--- config.mk ---
export PLATFORM = sky130hd
export DESIGN_NAME = gpio_ctrl
export DESIGN_NICKNAME = d
export VERILOG_FILES = /design/src/rtl/gpio_pkg.sv /design/src/rtl/gpio_sync.sv /design/src/rtl/gpio_edge.sv /design/src/rtl/gpio_port.sv /design/src/rtl/gpio_ctrl.sv
export SDC_FILE = /design/constraint.sdc
export NUM_CORES = 1
export LEC_CHECK = 0
export ABC_CLOCK_PERIOD_IN_PS = 2270
export BUFFER_PORTS_ARGS = -buffer_cell sky130_fd_sc_hd__buf_2
export CORE_MARGIN = 8
export CORE_UTILIZATION = 57
export CTS_CLUSTER_SIZE = 8
export DETAILED_ROUTE_END_ITERATION = 10
export PLACE_DENSITY = 0.83
export RECOVER_POWER = 50
export SYNTH_ARGS = -nofsm -noshare
export SYNTH_HDL_FRONTEND = slang
export SYNTH_HIERARCHICAL = 1
export SYNTH_SLANG_ARGS = --single-unit
--- constraint.sdc ---
create_clock -name clk_i -period 2.27 [get_ports clk_i]
set_input_delay 0.227 -clock clk_i [delete_from_list [all_inputs] [get_ports clk_i]]
set_output_delay 0.227 -clock clk_i [all_outputs]
set_load 0.05 [all_outputs]
--- src/rtl/gpio_pkg.sv ---
package gpio_pkg;
  typedef enum logic [2:0] {
    REG_DOUT = 3'd0,
    REG_DIR  = 3'd1,
    REG_PIN  = 3'd2,
    REG_MASK = 3'd3,
    REG_POL  = 3'd4,
    REG_STAT = 3'd5,
    REG_FUNC = 3'd6
  } reg_sel_e;

  localparam int unsigned REG_AW = 3;
endpackage

--- src/rtl/gpio_sync.sv ---
module gpio_sync #(
  parameter int unsigned W = 8
) (
  input  logic         clk_i,
  input  logic         rst_ni,
  input  logic [W-1:0] d_i,
  output logic [W-1:0] q_o
);
  logic [W-1:0] meta_q, sync_q;

  always_ff @(posedge clk_i or negedge rst_ni) begin
    if (!rst_ni) begin
      meta_q <= '0;
      sync_q <= '0;
    end else begin
      meta_q <= d_i;
      sync_q <= meta_q;
    end
  end

  assign q_o = sync_q;
endmodule

--- src/rtl/gpio_edge.sv ---
module gpio_edge #(
  parameter int unsigned W = 8
) (
  input  logic         clk_i,
  input  logic         rst_ni,
  input  logic [W-1:0] pin_i,
  input  logic [W-1:0] pol_i,
  input  logic [W-1:0] clr_i,
  output logic [W-1:0] stat_o,
  output logic [W-1:0] prev_o
);
  logic [W-1:0] prev_q, stat_q, rise, fall, evt;

  assign rise = pin_i & ~prev_q;
  assign fall = ~pin_i & prev_q;
  assign evt  = (pol_i & rise) | (~pol_i & fall);

  always_ff @(posedge clk_i or negedge rst_ni) begin
    if (!rst_ni) begin
      prev_q <= '0;
      stat_q <= '0;
    end else begin
      prev_q <= pin_i;
      // new event wins over a same-cycle clear
      stat_q <= (stat_q & ~clr_i) | evt;
    end
  end

  assign stat_o = stat_q;
  assign prev_o = prev_q;
endmodule

--- src/rtl/gpio_port.sv ---
module gpio_port
  import gpio_pkg::*;
#(
  parameter int unsigned W      = 8,
  parameter int unsigned DATA_W = 10
) (
  input  logic              clk_i,
  input  logic              rst_ni,
  input  logic              wr_i,
  input  reg_sel_e          rsel_i,
  input  logic [W-1:0]      wdata_i,
  input  logic [W-1:0]      pin_i,
  input  logic [W-1:0]      alt_out_i,
  input  logic [W-1:0]      alt_oe_i,
  output logic [DATA_W-1:0] rdata_o,
  output logic [W-1:0]      pad_out_o,
  output logic [W-1:0]      pad_oe_o,
  output logic [W-1:0]      stat_o,
  output logic [W-1:0]      mask_o,
  output logic [W-1:0]      dir_o,
  output logic [W-1:0]      prev_o,
  output logic              func_o
);
  logic [W-1:0] dout_q, dir_q, mask_q, pol_q, clr;
  logic         func_q;

  always_ff @(posedge clk_i or negedge rst_ni) begin
    if (!rst_ni) begin
      dout_q <= '0;
      dir_q  <= '0;
      mask_q <= '0;
      pol_q  <= '0;
      func_q <= 1'b0;
    end else if (wr_i) begin
      case (rsel_i)
        REG_DOUT: dout_q <= wdata_i;
        REG_DIR:  dir_q  <= wdata_i;
        REG_MASK: mask_q <= wdata_i;
        REG_POL:  pol_q  <= wdata_i;
        REG_FUNC: func_q <= wdata_i[0];
        default:  ;
      endcase
    end
  end

  assign clr = (wr_i && rsel_i == REG_STAT) ? wdata_i : '0;

  gpio_edge #(.W(W)) u_edge (
    .clk_i  (clk_i),
    .rst_ni (rst_ni),
    .pin_i  (pin_i),
    .pol_i  (pol_q),
    .clr_i  (clr),
    .stat_o (stat_o),
    .prev_o (prev_o)
  );

  always_comb begin
    rdata_o = '0;
    case (rsel_i)
      REG_DOUT: rdata_o[W-1:0] = dout_q;
      REG_DIR:  rdata_o[W-1:0] = dir_q;
      REG_PIN:  rdata_o[W-1:0] = pin_i;
      REG_MASK: rdata_o[W-1:0] = mask_q;
      REG_POL:  rdata_o[W-1:0] = pol_q;
      REG_STAT: rdata_o[W-1:0] = stat_o;
      REG_FUNC: rdata_o[0]     = func_q;
      default:  ;
    endcase
  end

  // pin mux: peripheral owns the pads when the port's select is set
  assign pad_oe_o  = func_q ? alt_oe_i  : dir_q;
  assign pad_out_o = func_q ? alt_out_i : dout_q;

  assign mask_o = mask_q;
  assign dir_o  = dir_q;
  assign func_o = func_q;
endmodule

--- src/rtl/gpio_ctrl.sv ---
module gpio_ctrl
  import gpio_pkg::*;
#(
  parameter  int unsigned NUM_PORTS = 5,
  parameter  int unsigned BASE_W    = 8,
  parameter  int unsigned LAST_W    = 10,
  localparam int unsigned TOTAL_W   = BASE_W * (NUM_PORTS - 1) + LAST_W,
  localparam int unsigned DATA_W    = (LAST_W > BASE_W) ? LAST_W : BASE_W,
  localparam int unsigned PORT_AW   = (NUM_PORTS > 1) ? $clog2(NUM_PORTS) : 1,
  localparam int unsigned ADDR_W    = PORT_AW + REG_AW
) (
  input  logic               clk_i,
  input  logic               rst_ni,
  input  logic               req_i,
  input  logic               we_i,
  input  logic [ADDR_W-1:0]  addr_i,
  input  logic [DATA_W-1:0]  wdata_i,
  output logic [DATA_W-1:0]  rdata_o,
  input  logic [TOTAL_W-1:0] pad_in_i,
  output logic [TOTAL_W-1:0] pad_out_o,
  output logic [TOTAL_W-1:0] pad_oe_o,
  input  logic [TOTAL_W-1:0] alt_out_i,
  input  logic [TOTAL_W-1:0] alt_oe_i,
  output logic [TOTAL_W-1:0] alt_in_o,
  output logic               irq_o
);
  logic [TOTAL_W-1:0] sync_all, stat_all, mask_all, dir_all, prev_all, func_all;
  logic [DATA_W-1:0]  port_rdata [NUM_PORTS];
  logic [DATA_W-1:0]  rd_mux, rdata_q;
  logic [PORT_AW-1:0] port_idx;
  reg_sel_e           reg_sel;

  assign port_idx = addr_i[ADDR_W-1:REG_AW];
  assign reg_sel  = reg_sel_e'(addr_i[REG_AW-1:0]);

  gpio_sync #(.W(TOTAL_W)) u_sync (
    .clk_i  (clk_i),
    .rst_ni (rst_ni),
    .d_i    (pad_in_i),
    .q_o    (sync_all)
  );

  assign alt_in_o = sync_all;

  for (genvar p = 0; p < NUM_PORTS; p++) begin : g_port
    localparam int unsigned W  = (p == NUM_PORTS - 1) ? LAST_W : BASE_W;
    localparam int unsigned LO = p * BASE_W;
    logic sel, func_p;

    assign sel = (port_idx == PORT_AW'(p));

    gpio_port #(.W(W), .DATA_W(DATA_W)) u_port (
      .clk_i     (clk_i),
      .rst_ni    (rst_ni),
      .wr_i      (req_i & we_i & sel),
      .rsel_i    (reg_sel),
      .wdata_i   (wdata_i[W-1:0]),
      .pin_i     (sync_all[LO +: W]),
      .alt_out_i (alt_out_i[LO +: W]),
      .alt_oe_i  (alt_oe_i[LO +: W]),
      .rdata_o   (port_rdata[p]),
      .pad_out_o (pad_out_o[LO +: W]),
      .pad_oe_o  (pad_oe_o[LO +: W]),
      .stat_o    (stat_all[LO +: W]),
      .mask_o    (mask_all[LO +: W]),
      .dir_o     (dir_all[LO +: W]),
      .prev_o    (prev_all[LO +: W]),
      .func_o    (func_p)
    );

    assign func_all[LO +: W] = {W{func_p}};
  end

  always_comb begin
    rd_mux = '0;
    for (int p = 0; p < NUM_PORTS; p++) begin
      if (port_idx == PORT_AW'(p)) rd_mux = port_rdata[p];
    end
  end

  always_ff @(posedge clk_i or negedge rst_ni) begin
    if (!rst_ni)               rdata_q <= '0;
    else if (req_i && !we_i)   rdata_q <= rd_mux;
  end

  assign rdata_o = rdata_q;
  assign irq_o   = |(stat_all & mask_all);
endmodule

**After elaboration in Yosys (flattened, before gate mapping)**

Cells that the tools add are included.

- Register bits after elaboration: 351
- Bits in latches: 0
- Memory bits (writable): 0
- Bits in read-only memories: 0
- Output and inout bits: 137
- Memories kept: 0

- Add/subtract/negate cells: 0
- $mul: 0
- Div/mod/pow operators: 0
- $lt $le $gt $ge: 0
- Equal/unequal tests: 10
- Shifts and indexed selects: 0
- Mux-type cells: 30
- Bitwise logic cells: 62
- Reductions and logical operators: 35

Operators by type and width:

| cell | count |
|---|---|
| $pmux W7 S6 | 4 |
| $and A8 B8 Y8 | 20 |
| $not A8 Y8 | 16 |
| $mux W8 | 14 |
| $or A8 B8 Y8 | 8 |
| $mux W10 | 6 |
| $pmux W9 S6 | 1 |
| $and A10 B10 Y10 | 5 |
| $reduce_and A2 Y1 | 25 |
| $and A42 B42 Y42 | 1 |
| $reduce_or A42 Y1 | 1 |
| $not A10 Y10 | 4 |
| $pmux W1 S7 | 5 |
| $or A10 B10 Y10 | 2 |
| $eq A3 B2 Y1 const B | 4 |
| $eq A3 B3 Y1 const B | 4 |
| $and A1 B1 Y1 | 6 |
| $eq A3 B1 Y1 const B | 2 |
| $logic_and A1 B1 Y1 | 6 |
| $logic_not A3 Y1 | 2 |
| $logic_not A1 Y1 | 1 |

**Logic depth before layout (Yosys ltp)**

Gate-level depths: netlist of run 1.

- Word-level depth: 7
- Depth in mapped cells: 9

**Cells and area by module**

The synthesis of run 1 kept the hierarchy.

By module, submodules not included:

| module | instances | cells an instance | area each (um2) | sequential area each (um2) |
|---|---|---|---|---|
| gpio_port (g_port[0].u_port ...) | 4 | 160 | 2045.7 | 825.8 |
| gpio_port (g_port[4].u_port) | 1 | 194 | 2447.3 | 1026.0 |
| gpio_edge (g_port[0].u_port.u_edge ...) | 4 | 48 | 609.3 | 400.4 |
| gpio_sync | 1 | 84 | 2102.0 | 2102.0 |
| gpio_ctrl | 1 | 95 | 984.7 | 250.2 |
| gpio_edge (g_port[4].u_port.u_edge) | 1 | 60 | 762.0 | 500.5 |

**Worst setup path before layout of run 1**

OpenSTA, ideal clock, no wires.

- Kind: input to register
- Start: in addr_i[4]
- End: reg g_port[4].u_port.u_edge.stat_q[1]
- Setup time: 126 ps
- Data arrival time: 2054 ps
- Data required time: 2144 ps
- Path slack: 90 ps
- Stages: 8
- Path buffers: 2
- Cells stage by stage: buf_2 > buf_2 > nor4_1 > nand2_1 > nor2_1 > and2_1 > inv_1 > a221o_1

- Word-level cells in the longest chain between the ends: 7

Ends and longest elaborated chain:

| element | RTL line | text |
|---|---|---|
| start: declaration | gpio_ctrl.sv:16 | `input logic [ADDR_W-1:0] addr_i,` |
| $eq A3 B3 Y1 | gpio_ctrl.sv:50 | `assign sel = (port_idx == PORT_AW'(p));` |
| $and A1 B1 Y1 | gpio_ctrl.sv:55 | `.wr_i (req_i & we_i & sel),` |
| $logic_and A1 B1 Y1 | gpio_port.sv:46 | `assign clr = (wr_i && rsel_i == REG_STAT) ? wdata_i : '0;` |
| $mux W10 | gpio_port.sv:46 |  |
| via g_port[4].u_port.clr[1] | gpio_port.sv:24 | `logic [W-1:0] dout_q, dir_q, mask_q, pol_q, clr;` |
| $not A10 Y10 | gpio_edge.sv:25 | `stat_q <= (stat_q & ~clr_i) \| evt;` |
| $and A10 B10 Y10 | gpio_edge.sv:25 |  |
| $or A10 B10 Y10 | gpio_edge.sv:25 |  |
| end signal: assignment | gpio_edge.sv:25 |  |
| end: declaration | gpio_edge.sv:12 | `logic [W-1:0] prev_q, stat_q, rise, fall, evt;` |

The timed path passes the listed nets, and every way through them passes these cells.
A chain may end at the register's enable or synchronous reset.

**Worst setup path in the final report of run 1**

- Start: reg g_port[4].u_port.u_edge.stat_q[5]
- End: out irq_o

- Word-level cells in the longest chain between the ends: 2

Ends and longest elaborated chain:

| element | RTL line | text |
|---|---|---|
| $and A42 B42 Y42 | gpio_ctrl.sv:87 | `assign irq_o = \|(stat_all & mask_all);` |
| $reduce_or A42 Y1 | gpio_ctrl.sv:87 |  |
| end: declaration | gpio_ctrl.sv:25 | `output logic irq_o` |

Every way passes these cells.

==> results.yml, run 1 <==
worst_setup_path:
  start_kind: "flop"
  cp_max_fo: 3
  cpPeakStageDelay_ns: 0.44
  critPathKind: "flop to output pin"
  critPathCaptureType: "output pin"
  cp_cell_sequence: "a22oi_2 -> nand3_1 -> nor4_2 -> nand4_1 -> buf_6"
  cp_data_arrival_time_ns: 2.19
  crit_slowest_cell: "dfrtp_1"
  required_ns: 2.04
power_and_ir_drop:
  p_leak_nw: 10.33
  p_per_area_nw_per_um2: 798.1
  vdd_ir_drop_max_mv: 0.6804
global_route:
  grt_pass1_wl_mm: 77.19
  globalRouteOverflowTotal: 0
  grt_pass1_vias: 13133
  grt_max_degree: 73
  antenna_found_initial: 1
  grt_usage: 0.2753
floorplan:
  die_w_um: 188.3
  rows: 63
  start_util: 0.5753
  io_pins: 283
  die_y_um: 188.3
  core_area_sq_um: 29400
  dieArea_sq_um: 35450
drt:
  wire_per_inst_um: 24.19
  vias: 12502
  avgViaCountPerCell: 6.104
  drt-initial-drc-count: 1226
  detail-route-antenna-nets: 0
  wirelength_mm: 49.54
  drt_first_pass_iters: 5
  drc_errors: 0
timing:
  tightest_slew_ns: 1.779
  fin_setup_tns_ns: -0.1447
  rsz0062_at_grt: "yes"
  layout_min_cycle_time_ns: 2.415
  finClkSkew_ns: 0.01300
  slew_headroom: -0.1862
  fin_ws_ns: -0.1447
  drv_slew: 72
  max_freq_mhz: 414.1
  finalCritPeriodShare: 1.064
  setup_viol_count_final: 1
  hold_viol: 0
placed_design:
  dp_hpwl_mm: 34.87
  numPortBuffers: 282
  routabilityCongestion: 0.9005
  preCtsSetupSlack_ns: -0.1413
final_layout:
  drive_gt1_frac: 0.4357
  syn_to_final_growth_pct: 23.07
  multi_input_area_sq_um: 7512
  seq_area_sq_um: 8786
  nets: 1798
  num-fill-cells: 1986
clock_network:
  clock-sinks: 351
  clock_path_buffers: 3
  cts_tree: "built"
  clk_pin_slew_worst_paths_ns: 0.05
  numCtsBuffers: 50
  clk_latency_ns: 0.54
  htreeDepth: 2
  cts_root_buf: "clkbuf_16"
status:
  violations: "max-capacitance violations, max-slew violations, negative setup slack"
  status: "complete, but fails checks"
synthesis:
  dominantRegCellSynth: "dfrtp_1"
  yosysUniqueCellTypes: 54
  synth-async-reset-ratio: 1.000
  synth-edff-count: 0
  ys_warn_count: 6
  ys_ff_latch: 351
  synthCells: 1265
  seq_area_frac_synth: 0.5192
  postSynthAreaPerCell_sq_um: 13.37
  synth_area_sq_um: 16920
flow_run:
  maxCapViolations: 1
worst_hold_path:
  hold_path.class: "input pin to flop"
==> per-layer routing <==
metal | vias up | share of wire | GRT usage | wire (um)
met1 | 6331 | 0.41 | 0.3692 | 20130
li1 | 5395 | - | - | -
met5 | - | 0.00024 | 0 | 12
met3 | 125 | 0.092 | 0.06543 | 4562
met2 | 649 | 0.47 | 0.4353 | 23160
met4 | 2 | 0.034 | 0.09333 | 1685
==> synth_stat cells (all sizes together), types with 8 or more instances <==
cell	number	area, sq um
mux2i	100	1001
mux2	269	3149
a22oi	25	187.7
o32a	10	100.1
nor3	8	73.82
mux4	11	270.3
o221ai	11	96.34
and2	37	231.5
buf	63	478.0
or2	9	56.30
o21ai	33	165.2
a21oi	11	55.05
nand2b	15	118.9
nand2	30	122.6
o22a	17	148.9
inv	53	198.9
nor2	67	462.9
a221o	37	370.4
dfrtp	351	8783
and3b	37	324.1
==> worst paths after layout <==
kind                                              startpoint                          to  slack, ns  depth (start not counted)
max                        g_port[4].u_port/u_edge/stat_o[5]                       irq_o      -0.14                          5
min                                               wdata_i[8]  g_port[4].u_port/mask_o[8]       0.04                          2
max reg2reg                       g_port[0].u_port/dout_q[6]                  rdata_o[6]       0.32                          6
min reg2reg                                 u_sync/meta_q[5]               u_sync/q_o[5]       0.34                          0
max in group asynchronous                             rst_ni   g_port[1].u_port/pol_q[7]       0.26                          3
min in group asynchronous                             rst_ni           u_sync/meta_q[38]       0.73                          2
==> registers in the layout, summed over array words and instances, names as in the netlist <==
name,count
g_port.u_port/dir_o,42
g_port.u_port/dout_q,42
g_port.u_port/func_o,5
g_port.u_port/mask_o,42
g_port.u_port/pol_q,42
g_port.u_port/u_edge/prev_o,42
g_port.u_port/u_edge/stat_o,42
rdata_o,10
u_sync/meta_q,42
u_sync/q_o,42
==> power by group <==
group	internal, W	leakage, nW	total (W)	switching (W)
Sequential	0.00667	4.31	0.00708	0.000407
Combinational	0.00110	5.37	0.00298	0.00188
Clock	0.00406	0.661	0.00656	0.00250
==> placed cells by master, fill, tap and decap left out, types with 11 or more instances in the layout <==
cell and count:
a21oi_1 11, a221o_1 37, a22oi_1 15, and2_1 37, and3b_1 37, buf_2 277, buf_4 58, clkbuf_16 53
dfrtp_1 349, dlygate4sd3_1 44, inv_1 53, mux2_2 233, mux2_4 32, mux2i_1 100, nand2_1 26, nor2_1 54
nor2_8 13, o21ai_0 33, o221ai_1 11, o22a_1 17
==> worst max-delay path, delay by kind of cell (launching register included) <==
| family | cells | cell delay, ns |
|---|---|---|
| AOI/OAI and AO/OA | 1 | 0.24 |
| buffers and inverters | 1 | 0.25 |
| DFF | 1 | 0.44 |
| and+or+nand+nor | 3 | 0.72 |
==> metrics by stage <==
stage	hold WS (ns)	instance area, sq um	util	std cells	power (W)
global route	0.02937	20820	0.7080	2047	0.01721
finish	0.04158	20820	0.7081	2048	0.01662
CTS	0.01186	20880	0.7101	2047	0.01673
detailed placement	0.2576	19020	0.6470	1945	0.01005
global placement	0.2607	19020	0.6470	1945	0.009965
floorplan	-0.06859	16930	-	1269	0.009008
==> kinds of logic after synthesis <==
family	share of synthesized area
flip-flops	0.5192
AND/OR/NAND/NOR	0.09445
other	0.0008873
buffers and inverters	0.04090
AO/OA/AOI/OAI	0.08321
multiplexers	0.2613
==> area by class of cell <==
type,count,share of cell area
flip-flops and latches,351,0.4220
multi-input cells,798,0.3608
repair buffers,398,0.1194
clock buffers,56,0.06425
well taps,390,0.02344
inverters,53,0.009556
clock inverters,1,0.0004207
diodes,1,0.0001202
==> repair_timing <==
action / 4_1_cts / 5_1_grt
endpoints found under the hold margin: 107 / 0
setup endpoints to repair: 21 / 1
setup buffers: 1 / 0
pin swaps: 6 / 1
gates resized for setup: 14 / 1
hold buffers: 44 / 0
Power figures use the tool's default switching activity.
==> run 2: changes to the inputs <==
--- a/config.mk
+++ b/config.mk
@@ -13,6 +13,7 @@
 export DETAILED_ROUTE_END_ITERATION = 10
 export PLACE_DENSITY = 0.83
 export RECOVER_POWER = 50
+export SETUP_SLACK_MARGIN = 0.1
 export SYNTH_ARGS = -nofsm -noshare
 export SYNTH_HDL_FRONTEND = slang
 export SYNTH_HIERARCHICAL = 1
==> run 2 against run 1 <==
Compared with the run above:
- the flow still finishes with violations (max-capacitance violations, max-slew violations, negative setup slack)
- combinational power about the same
- clock skew increased by 0.0059 ns
- flip-flop and latch count unchanged
- cell area about the same
- critical path depth unchanged
- critical endpoint unchanged
==> results.yml, run 2 (synthesis gave the netlist of run 1 again) <==
final_layout:
  nets: 1797
  syn_to_final_growth_pct: 23.08
  num-fill-cells: 1956
  final_cell_mix: "dfrtp_1, buf_2, mux2_2, mux2i_1, buf_4"
  drive_gt1_frac: 0.4404
  final_common_cell: "dfrtp_1"
  stdcell_area_sq_um: 20820
clock_network:
  clock-sinks: 351
  clk_latency_ns: 0.55
  cts_root_buf: "clkbuf_16"
  clock_path_buffers: 3
  clk_pin_slew_worst_paths_ns: 0.05
  htreeDepth: 2
  numCtsBuffers: 49
  cts_tree: "built"
status:
  status: "complete, but fails checks"
  violations: "max-capacitance violations, max-slew violations, negative setup slack"
floorplan:
  io_pins: 283
  start_util: 0.5753
  die_y_um: 188.3
  dieArea_sq_um: 35450
  core_area_sq_um: 29400
  rows: 63
  die_w_um: 188.3
worst_setup_path:
  required_ns: 2.04
  r2r_setup_slack_ns: 0.34
  critPathKind: "flop to output pin"
  ff2ff_path_depth: 6
  r2r-start: "g_port[0].u_port/mask_o[7]"
  critPathCaptureType: "output pin"
  cp_max_fo: 3
  start_kind: "flop"
  r2r-end: "rdata_o[7]"
  cp_data_arrival_time_ns: 2.16
drt:
  avgViaCountPerCell: 6.115
  wire_per_inst_um: 24.19
  wirelength_mm: 49.45
  vias: 12500
  drt-initial-drc-count: 1236
  drt_first_pass_iters: 5
  drc_errors: 0
  detail-route-antenna-nets: 0
placed_design:
  routabilityCongestion: 0.9349
  placed_area_sq_um: 19020
  numPortBuffers: 282
  dp_hpwl_mm: 35.38
power_and_ir_drop:
  vdd_ir_drop_max_mv: 0.6661
  p_per_area_nw_per_um2: 788.9
  p_leak_nw: 10.33
  report.power.total_w: 0.01643
timing:
  hold_viol: 0
  drv_slew: 68
  setup_viol_count_final: 1
  slew_headroom: -0.1416
  tightest_slew_ns: 1.712
  fin_ws_ns: -0.1204
  rsz0062_at_grt: "yes"
  finClkSkew_ns: 0.01890
  layout_min_cycle_time_ns: 2.390
  max_freq_mhz: 418.3
  finalCritPeriodShare: 1.053
worst_hold_path:
  worstHoldPathCells: 2
  hold_end: "g_port[4].u_port/dir_o[6]"
  min-delay-start: "wdata_i[6]"
  hold_path.class: "input pin to flop"
global_route:
  grt_pass1_wl_mm: 76.65
  globalRouteOverflowTotal: 0
  antenna_found_initial: 3
  grt_pass1_vias: 13258
  grt_usage: 0.2744
  grt_max_degree: 71
flow_run:
  maxCapViolations: 1
run 2: how the worst max path moves through the flow:
stage | start | end | depth (start not counted)
floorplan | addr_i[4] | g_port[4].u_port/u_edge/stat_o[1] | 8
global placement | addr_i[2] | rdata_o[7] | 9
detailed placement | addr_i[0] | rdata_o[7] | 8
CTS | g_port[0].u_port/u_edge/stat_o[5] | irq_o | 5
global route | g_port[1].u_port/u_edge/stat_o[1] | irq_o | 5
finish | g_port[0].u_port/u_edge/stat_o[7] | irq_o | 5
run 2: report_power, final:
| part | total (W) | internal, W | switching (W) |
|---|---|---|---|
| Clock | 0.00636 | 0.00390 | 0.00246 |
| Sequential | 0.00709 | 0.00667 | 0.000422 |
| Combinational | 0.00297 | 0.00110 | 0.00187 |
run 2: cell type report:
cell class | instances | area (sq um) | area share
Tap cell | 390 | 488.0 | 0.02344
Inverter | 53 | 198.9 | 0.009555
Clock inverter | 1 | 8.758 | 0.0004207
Clock buffer | 52 | 1280 | 0.06148
Timing Repair Buffer | 398 | 2516 | 0.1209
Sequential cell | 351 | 8786 | 0.4220
Antenna cell | 1 | 2.502 | 0.0001202
Multi-Input combinational cell | 798 | 7540 | 0.3621
run 2: routing by layer:
metal | wire length (um) | vias to the layer above | GRT usage
li1 | - | 5391 | -
met1 | 20010 | 6332 | 0.3519
met2 | 23240 | 651 | 0.4385
met3 | 4323 | 126 | 0.07264
met4 | 1876 | 0 | 0.1115
met5 | 0 | - | 0
run 2: through the flow:
step,setup TNS (ns),util,setup slack [ns],instances,hold WS [ns]
floorplan,0,-,0.2418,1269,-0.06859
global placement,0,0.6468,0.1099,1945,0.2349
detailed placement,0,0.6468,0.05330,1945,0.2364
CTS,-0.07621,0.7086,-0.07621,2043,0.1571
global route,-0.5475,0.7081,-0.1894,2044,0.1719
finish,-0.1204,0.7081,-0.1204,2044,0.1830
run 2: critical path, cell delays in order (launching register included):
cell and delay [ns]:
dfrtp_1 0.44, a22oi_2 0.22, nand4_1 0.14, nor4_2 0.30, nand4_1 0.25, buf_6 0.25
run 2: repair_timing:
item | CTS | global route
pin swaps | 3 | 4
cloned | 0 | 0
hold buffers | 45 | 0
endpoints found under the setup margin | 21 | 1
hold endpoints to repair | 113 | 0
resized for setup | 17 | 2
buffers inserted | 0 | 0
